**config.mk**
```make
export PLATFORM = sky130hd
export DESIGN_NAME = aes3_csblk_track
export DESIGN_NICKNAME = d
export VERILOG_FILES = /design/src/rtl/aes3_csblk_pkg.sv /design/src/rtl/aes3_start_qual.sv /design/src/rtl/aes3_frame_pos.sv /design/src/rtl/aes3_cv_capture.sv /design/src/rtl/aes3_csblk_track.sv
export SDC_FILE = /design/constraint.sdc
export NUM_CORES = 1
export LEC_CHECK = 0
export ABC_AREA = 1
export BUFFER_PORTS_ARGS = -buffer_cell sky130_fd_sc_hd__buf_2
export CAP_MARGIN = 15
export CORE_UTILIZATION = 35
export DETAILED_ROUTE_END_ITERATION = 8
export PLACE_DENSITY = 0.59
export SKIP_CTS_REPAIR_TIMING = 1
export SKIP_LAST_GASP = 1
export SYNTH_ARGS = -nofsm -noshare
export SYNTH_HDL_FRONTEND = slang
export SYNTH_SLANG_ARGS = --single-unit
```
**constraint.sdc**
```tcl
create_clock -name clk -period 3.3 [get_ports clk]
set_input_delay 0.33 -clock clk [delete_from_list [all_inputs] [get_ports clk]]
set_output_delay 0.33 -clock clk [all_outputs]
set_load 0.02 [all_outputs]
```
**src/rtl/aes3_csblk_pkg.sv**
```systemverilog
package aes3_csblk_pkg;
  typedef enum logic {
    SUB_FIRST  = 1'b0,
    SUB_SECOND = 1'b1
  } sub_half_e;

  function automatic int unsigned frame_width(input int unsigned frames);
    return (frames < 2) ? 1 : $clog2(frames);
  endfunction
endpackage

```
**src/rtl/aes3_start_qual.sv**
```systemverilog
module aes3_start_qual #(
  parameter int unsigned MIN_HOLD = 3
) (
  input  logic clk,
  input  logic rst,
  input  logic listen_i,
  input  logic level_i,
  input  logic consume_i,
  output logic arm_o
);
  localparam int unsigned CW = $clog2(MIN_HOLD + 1);
  localparam logic [CW-1:0] SAT     = CW'(MIN_HOLD);
  localparam logic [CW-1:0] ARM_AT  = CW'(MIN_HOLD - 1);

  logic [CW-1:0] run_q;

  always_ff @(posedge clk) begin
    if (rst || !listen_i || !level_i) begin
      run_q <= '0;
    end else if (run_q != SAT) begin
      run_q <= run_q + CW'(1);
    end
  end

  always_ff @(posedge clk) begin
    if (rst || !listen_i) begin
      arm_o <= 1'b0;
    end else if (level_i && run_q == ARM_AT) begin
      arm_o <= 1'b1;
    end else if (consume_i) begin
      arm_o <= 1'b0;
    end
  end
endmodule

```
**src/rtl/aes3_frame_pos.sv**
```systemverilog
module aes3_frame_pos
  import aes3_csblk_pkg::*;
#(
  parameter int unsigned FRAMES = 192,
  parameter int unsigned FW     = frame_width(FRAMES)
) (
  input  logic          clk,
  input  logic          rst,
  input  logic          step_i,
  input  logic          force_i,
  output logic [FW-1:0] frame_o,
  output sub_half_e     half_o,
  output logic          at_start_o
);
  localparam logic [FW-1:0] LAST = FW'(FRAMES - 1);

  logic to_start;
  assign to_start = force_i || (half_o == SUB_SECOND && frame_o == LAST);

  always_ff @(posedge clk) begin
    if (rst) begin
      frame_o    <= LAST;
      half_o     <= SUB_SECOND;
      at_start_o <= 1'b0;
    end else if (step_i) begin
      if (to_start) begin
        frame_o    <= '0;
        half_o     <= SUB_FIRST;
        at_start_o <= 1'b1;
      end else if (half_o == SUB_SECOND) begin
        frame_o    <= frame_o + FW'(1);
        half_o     <= SUB_FIRST;
        at_start_o <= 1'b0;
      end else begin
        half_o     <= SUB_SECOND;
        at_start_o <= 1'b0;
      end
    end
  end
endmodule

```
**src/rtl/aes3_cv_capture.sv**
```systemverilog
module aes3_cv_capture (
  input  logic clk,
  input  logic rst,
  input  logic wclk_i,
  input  logic c_i,
  input  logic v_i,
  input  logic present_i,
  output logic c_o,
  output logic v_o
);
  logic wclk_q;
  logic c_hold, v_hold;
  logic wclk_rise;

  assign wclk_rise = wclk_i && !wclk_q;

  always_ff @(posedge clk) begin
    if (rst) begin
      wclk_q <= 1'b1;
      c_hold <= 1'b0;
      v_hold <= 1'b0;
      c_o    <= 1'b0;
      v_o    <= 1'b0;
    end else begin
      wclk_q <= wclk_i;
      if (wclk_rise) begin
        c_hold <= c_i;
        v_hold <= v_i;
      end
      if (present_i) begin
        c_o <= c_hold;
        v_o <= v_hold;
      end
    end
  end
endmodule

```
**src/rtl/aes3_csblk_track.sv**
```systemverilog
module aes3_csblk_track
  import aes3_csblk_pkg::*;
#(
  parameter int unsigned FRAMES   = 192,
  parameter int unsigned MIN_HOLD = 3,
  localparam int unsigned FW      = frame_width(FRAMES)
) (
  input  logic          clk,
  input  logic          rst,
  input  logic          word_clk_i,
  input  logic          subfr_stb_i,
  input  logic          c_ser_i,
  input  logic          v_ser_i,
  input  logic          blk_dir_i,
  input  logic          blk_in_i,
  output logic          blk_out_o,
  output logic          blk_oe_o,
  output logic [FW-1:0] frame_idx_o,
  output logic          sub_o,
  output logic          c_bit_o,
  output logic          v_bit_o
);
  logic      force_arm;
  sub_half_e half;
  logic      enter_first;

  aes3_start_qual #(.MIN_HOLD(MIN_HOLD)) u_qual (
    .clk       (clk),
    .rst       (rst),
    .listen_i  (!blk_dir_i),
    .level_i   (blk_in_i),
    .consume_i (subfr_stb_i),
    .arm_o     (force_arm)
  );

  aes3_frame_pos #(.FRAMES(FRAMES), .FW(FW)) u_pos (
    .clk        (clk),
    .rst        (rst),
    .step_i     (subfr_stb_i),
    .force_i    (force_arm),
    .frame_o    (frame_idx_o),
    .half_o     (half),
    .at_start_o (blk_out_o)
  );

  assign sub_o       = half;
  assign enter_first = subfr_stb_i && (force_arm || half == SUB_SECOND);

  aes3_cv_capture u_cv (
    .clk       (clk),
    .rst       (rst),
    .wclk_i    (word_clk_i),
    .c_i       (c_ser_i),
    .v_i       (v_ser_i),
    .present_i (enter_first),
    .c_o       (c_bit_o),
    .v_o       (v_bit_o)
  );

  always_ff @(posedge clk) begin
    if (rst) blk_oe_o <= 1'b0;
    else     blk_oe_o <= blk_dir_i;
  end
endmodule

```
==> results of run 1 <==
## final cells by class
type                       count  area share, %
clock buffer                   3          2.242
inverter                      19          7.098
tap                           28          3.487
multi-input combinational     81          38.61
clock inverter                 1         0.7472
timing repair buffer          20          9.963
sequential                    19          37.86
## worst max-delay path, stage by stage (launching register included)
cell,delay (ns)
dfxtp_1,0.42
ha_1,0.21
nand3_1,0.09
nor2_2,0.14
nand2_1,0.07
nand2_1,0.10
nand2_2,0.12
o21ai_0,0.09
nand2_1,0.07
## metrics by stage
| stage | cells | util, % | power (mW) | hold WS [ns] |
|---|---|---|---|---|
| after global placement | 167 | 43.23 | 0.4369 | 0.4598 |
| after CTS | 171 | 44.56 | 0.5663 | 0.1775 |
| final | 171 | 44.56 | 0.5571 | 0.1868 |
| after floorplan | 121 | - | 0.3953 | 0.4024 |
| after detailed placement | 167 | 43.23 | 0.4397 | 0.4749 |
| after global routing | 171 | 44.56 | 0.6013 | 0.1592 |
## routing by layer
layer | routed length (um) | part of all wire (%)
met2 | 773 | 47
met4 | 0 | 0
met1 | 789 | 48
met3 | 88 | 5.3
met5 | 0 | 0
## power by group through the flow
| stage | registers (mW) | clock network [mW] | logic (mW) |
|---|---|---|---|
| final | 0.277 | 0.125 | 0.155 |
| after floorplan | 0.305 | 0 | 0.0903 |
| after detailed placement | 0.283 | 0 | 0.156 |
| after CTS | 0.278 | 0.131 | 0.157 |
| after global placement | 0.281 | 0 | 0.156 |
| after global routing | 0.281 | 0.142 | 0.178 |
## layout by cell type, fill, tap and decap left out
| master | Yosys | layout |
|---|---|---|
| a21oi_1 | 3 | 3 |
| a22oi_1 | 1 | 1 |
| buf_2 | 1 | 20 |
| clkbuf_4 | 0 | 3 |
| clkinvlp_4 | 0 | 1 |
| dfxtp_1 | 19 | 19 |
| ha_1 | 3 | 3 |
| inv_1 | 18 | 18 |
| inv_2 | 1 | 1 |
| nand2_1 | 21 | 21 |
| nand2_2 | 2 | 2 |
| nand3_1 | 15 | 15 |
| nor2_1 | 20 | 20 |
| nor2_2 | 2 | 2 |
| nor3_1 | 3 | 3 |
| o21ai_0 | 9 | 9 |
| o21ai_1 | 1 | 1 |
| xor2_1 | 1 | 1 |
## final timing paths
| kind | start | end | slack [ns] | cells past startpoint |
|---|---|---|---|---|
| setup / recovery | u_pos.frame_o[0] | u_pos.frame_o[3] | 1.88 | 8 |
| hold / removal | blk_dir_i | u_qual.arm_o | 0.19 | 2 |
| setup reg to reg | u_pos.frame_o[0] | u_pos.frame_o[3] | 1.88 | 8 |
| hold reg to reg | u_cv.v_o | u_cv.v_o | 0.50 | 2 |
## cell families after synthesis
logic type	Yosys count
xor+xnor	1
flops	19
compound gates	14
buf+inv	21
fa+ha+maj	3
simple gates	63
==> results.yml, run 1 <==
synthesis:
  syn_avg_cell_area_um2: 7.073
  synth_top_family_by_area: "simple AND/OR/NAND/NOR gates"
  synth_commonest_cells: "21 x nand2_1, 20 x nor2_1, 19 x dfxtp_1, 18 x inv_1, 15 x nand3_1"
  synth_top_area_cell: "dfxtp_1"
  postSynthCellCount: 121
  yosys.area_share.xor_xnor_pct: 1.023
  synthesis.area_um2: 855.8
  synth_fa_ha_area_share_pct: 4.386
  synth_ff_type: "dfxtp_1"
  synth_cell_type_count: 17
  synth-compound-area-share_pct: 8.480
  yosysSeqAreaShare_pct: 44.44
  yosys-top-cells-area: "dfxtp_1 44%, nand2_1 9.2%, nand3_1 8.8%"
  synth.most_common_cell: "nand2_1"
  synthesis.nets: 132
  ys.warnings.count: 0
  synth-seq-cells: 19
  async_reset_ff_share_pct: 0
  yosys.area_share.simple_pct: 31.43
  netlist.area_leader.share_pct: 44.44
  muxShareOfSynthArea_pct: 0
  synth_edf_count: 0
placed_design:
  place.gp.congestion: 0.7747
  placed_area_um2: 974.7
  pre_cts_ws_ns: 1.875
  dpl.hpwl_um: 1264
  port_buffers: 20
global_routing:
  met1_usage_pct: 17.09
  antenna_found_initial: 0
  grtUsageTotal_pct: 14.34
  grt_max_degree: 15
  grt_use_met3_pct: 6.845
  grt.overflow.total: 0
  grt_pass1_vias: 670
  grt_pass1_wl_um: 2829
  grt.busiest_layer: "met2"
  gr-usage-met2_pct: 23.38
final_layout:
  multiInputGateArea_um2: 387.9
  top_register: "u_pos.frame_o"
  nNetsFinal: 155
  nFillCells: 256
  final_cell_area_um2: 1005
  drive_gt1_share_pct: 20.28
  seq_area_um2: 380.4
  syn_to_final_growth_pct: 17.40
  largest_registers: "u_pos.frame_o: 8 flops, u_qual.run_q: 2 flops"
  largest_register_ffs: 8
  diodes: 0
sta:
  slew_headroom_pct: 68.43
  slew_viol_final: 0
  fin_crit_sh_pct: 43.06
  rsz0062_at_grt: "false"
  setup_violations: 0
  final.min_clock_period_ns: 1.421
  clock_skew_ns: 0.005400
  fmax_ghz: 0.7037
  fin_setup_tns_ns: 0
  hold_viol: 0
  worst_pin_slew_ns: 0.4731
  fin_ws_ns: 1.879
worst_setup_path:
  startpoint_type: "flop"
  required_ns: 3.49
  crit_type: "reg -> reg"
  endpoint_kind: "flop"
  crit_fanout: 7
  cp.arrival_ns: 1.61
route:
  post_drt_wl_per_cell_um: 9.649
  vias: 803
  via_per_inst: 4.696
  drtPass1Iterations: 4
  drc: 0
  wirelength_um: 1650
  drtAntennaViolNets: 0
  drt_iter0_markers: 8
status:
  status: "complete, no violations"
pwr:
  switching_share_pct: 36.33
  p_per_area_nw_per_um2: 554.5
  combPwrFrac_pct: 27.8
  switchingPower_mw: 0.2024
  clockPowerShare_pct: 22.5
  p_seq_share_pct: 49.8
  irDropWorstVdd_mv: 0.3325
  intPower_mw: 0.3547
  power_leakage_nw: 0.5469
min_path:
  holdCritPathClass: "in -> reg"
clocking:
  clockRootBuffer: "clkbuf_4"
  cts_tree: "done"
  cts.sinks: 19
  cts_max_level: 1
  clock_latency_ns: 0.30
  cts_buffer_depth: 2
  clk_pin_slew_ns: 0.12
  numCtsBuffers: 3
die:
  core_um2: 2255
  start_util_pct: 37.96
  pin_count: 21
  rows: 17
  fp.dieW_um: 51.45
  fp.dieH_um: 51.45
  dieArea_um2: 2647
flow_run:
  cap_violations: 0
Note: power is estimated with default switching activity, not from simulation.
==> run 2, diff against run 1 <==
Settings changed: PLACE_DENSITY 0.59 to 0.61.
Clock period 3.3 ns to 1.19 ns, I/O delays scaled along.
==> run 2 against run 1 <==
Net effect:
- the run now ends with negative hold slack left
- maximum frequency grew 22%
- non-clock buffer count grew 12
- worst hold slack lost 0.19 ns
- worst setup slack lost 1.9 ns
- register-to-register slack lost 1.9 ns
- global-route usage grew 2.0 points
- wire length grew 14%
- critical path depth is the same
- largest cell class unchanged
==> results.yml, run 2 (synthesis results as in run 1) <==
status:
  status: "complete, but fails checks"
  violations: "negative hold slack"
route:
  drc: 0
  vias: 854
  drtPass1Iterations: 3
  post_drt_wl_per_cell_um: 10.27
  wl_met3_um: 55
  wl_met2_um: 967
  met1_length_um: 858
  drtAntennaViolNets: 0
  wirelength_um: 1880
  drt_iter0_markers: 8
  via_per_inst: 4.667
  highest_layer: "met3"
pwr:
  power_leakage_nw: 0.6262
  combPwrFrac_pct: 35.9
  p_seq_share_pct: 44.8
  intPower_mw: 1.099
  switching_share_pct: 35.92
  irDropWorstVdd_mv: 0.7431
  p_per_area_nw_per_um2: 1464
  switchingPower_mw: 0.6158
  clockPowerShare_pct: 19.3
sta:
  fin_crit_sh_pct: 97.79
  fin_ws_ns: 0.02627
  slew_viol_final: 0
  slew_headroom_pct: 71.50
  fin_setup_tns_ns: 0
  worst_pin_slew_ns: 0.4270
  final.min_clock_period_ns: 1.164
  clock_skew_ns: 0.003029
  setup_violations: 0
  fmax_ghz: 0.8593
  hold_ws_ns: -0.00004291
  hold_viol: 1
  rsz0062_at_grt: "true"
worst_setup_path:
  crit_fanout: 7
  critPathMaxStageDelay_ns: 0.38
  cp_slowest_cell: "dfxtp_4"
  startpoint_type: "flop"
  cp.arrival_ns: 1.34
  crit_type: "reg -> reg"
  crit_family: "simple AND/OR/NAND/NOR gates"
  endpoint_kind: "flop"
  crit_buf_inv: 0
  r2r_start: "u_pos.frame_o[0]"
  crit_start: "u_pos.frame_o[0]"
  crit_chain: "ha_4 -> nand3_4 -> nor2_4 -> nand2_2 -> nand2_2 -> nand2_4 -> nand3_1 -> nand2_1"
  required_ns: 1.37
  crit_path_frequent_cell: "nand2_2"
placed_design:
  place.gp.congestion: 0.7874
  port_buffers: 20
  pre_cts_ws_ns: -0.04865
  dpl.hpwl_um: 1416
global_routing:
  grt.overflow.total: 0
  grt_pass1_vias: 807
  grt_pass1_wl_um: 3201
  grtUsageTotal_pct: 16.33
  grt_max_degree: 15
  antenna_found_initial: 0
min_path:
  min_from: "word_clk_i"
  holdCritPathClass: "in -> reg"
final_layout:
  syn_to_final_growth_pct: 36.84
  layout_common_cells: "20 x buf_2, 18 x inv_1, 18 x nor2_1, 17 x nand2_1, 15 x dfxtp_1"
  diodes: 0
  top_register: "u_pos.frame_o"
  final_util_pct: 51.94
  drive_gt1_share_pct: 34.84
  largest_register_ffs: 8
  final_common_cell: "buf_2"
  nNetsFinal: 167
  largest_registers: "u_pos.frame_o: 8 flops, u_qual.run_q: 2 flops"
clocking:
  numCtsBuffers: 3
  clk_pin_slew_ns: 0.11
  cts_tree: "done"
  clock_latency_ns: 0.29
  cts.sinks: 19
  cts_buffer_depth: 2
  cts_max_level: 1
  clockRootBuffer: "clkbuf_4"
die:
  rows: 17
  pin_count: 21
  start_util_pct: 37.96
  fp.dieH_um: 51.45
  fp.dieW_um: 51.45
  dieArea_um2: 2647
  core_um2: 2255
flow_run:
  cap_violations: 0
[run 2: cell count changes in the layout (fill, tap and decap cells not counted), sizes merged]
cell | before | now
dlygate4sd3 | 0 | 1
clkinvlp | 1 | 0
buf | 20 | 31
clkbuf | 3 | 4
[run 2: layer usage]
layer  up-vias  global-route usage, %
li1        447                      -
met1       394                  18.92
met5         -                      0
met2        13                  28.35
met4         0                  6.757
met3         0                  3.869
[run 2: final cells by class]
class / instances / area (um^2)
clock buffers: 4 / 26.28
flip-flops and latches: 19 / 390.4
multi-input cells: 81 / 451.7
repair buffers: 32 / 196.4
inverters: 19 / 71.32
well taps: 28 / 35.03
fillers: 241 / 1084
[run 2: worst register-to-register path: stages (launching register included)]
cell and delay (ns):
dfxtp_4 0.38, ha_4 0.14, nand3_4 0.08, nor2_4 0.09
nand2_2 0.06, nand2_2 0.08, nand2_4 0.09, nand3_1 0.08
nand2_1 0.05
[run 2: worst paths after layout]
kind                            slack, ns          endpoint  cells after the start
worst max-delay path                 0.03  u_pos.frame_o[2]                      8
worst min-delay path             -0.00004       u_cv.wclk_q                      3
worst max register to register       0.03  u_pos.frame_o[2]                      8
worst min register to register       0.49          u_cv.c_o                      2
[run 2: power by group through the flow]
stage,logic (mW),clock network [mW],registers [mW]
finish,0.616,0.330,0.769
global route,0.687,0.376,0.779
CTS,0.568,0.350,0.761
detailed placement,0.566,0,0.776
global placement,0.550,0,0.773
floorplan,0.275,0,0.853
[run 2: through the flow]
| step | std cells | instance area, um^2 | power [mW] |
|---|---|---|---|
| 4_1_cts | 182 | 1114 | 1.679 |
| 5_1_grt | 183 | 1171 | 1.842 |
| 3_3_place_gp | 178 | 1087 | 1.323 |
| 2_1_floorplan | 121 | 885.9 | 1.128 |
| 6_report | 183 | 1171 | 1.715 |
| 3_5_place_dp | 178 | 1087 | 1.342 |
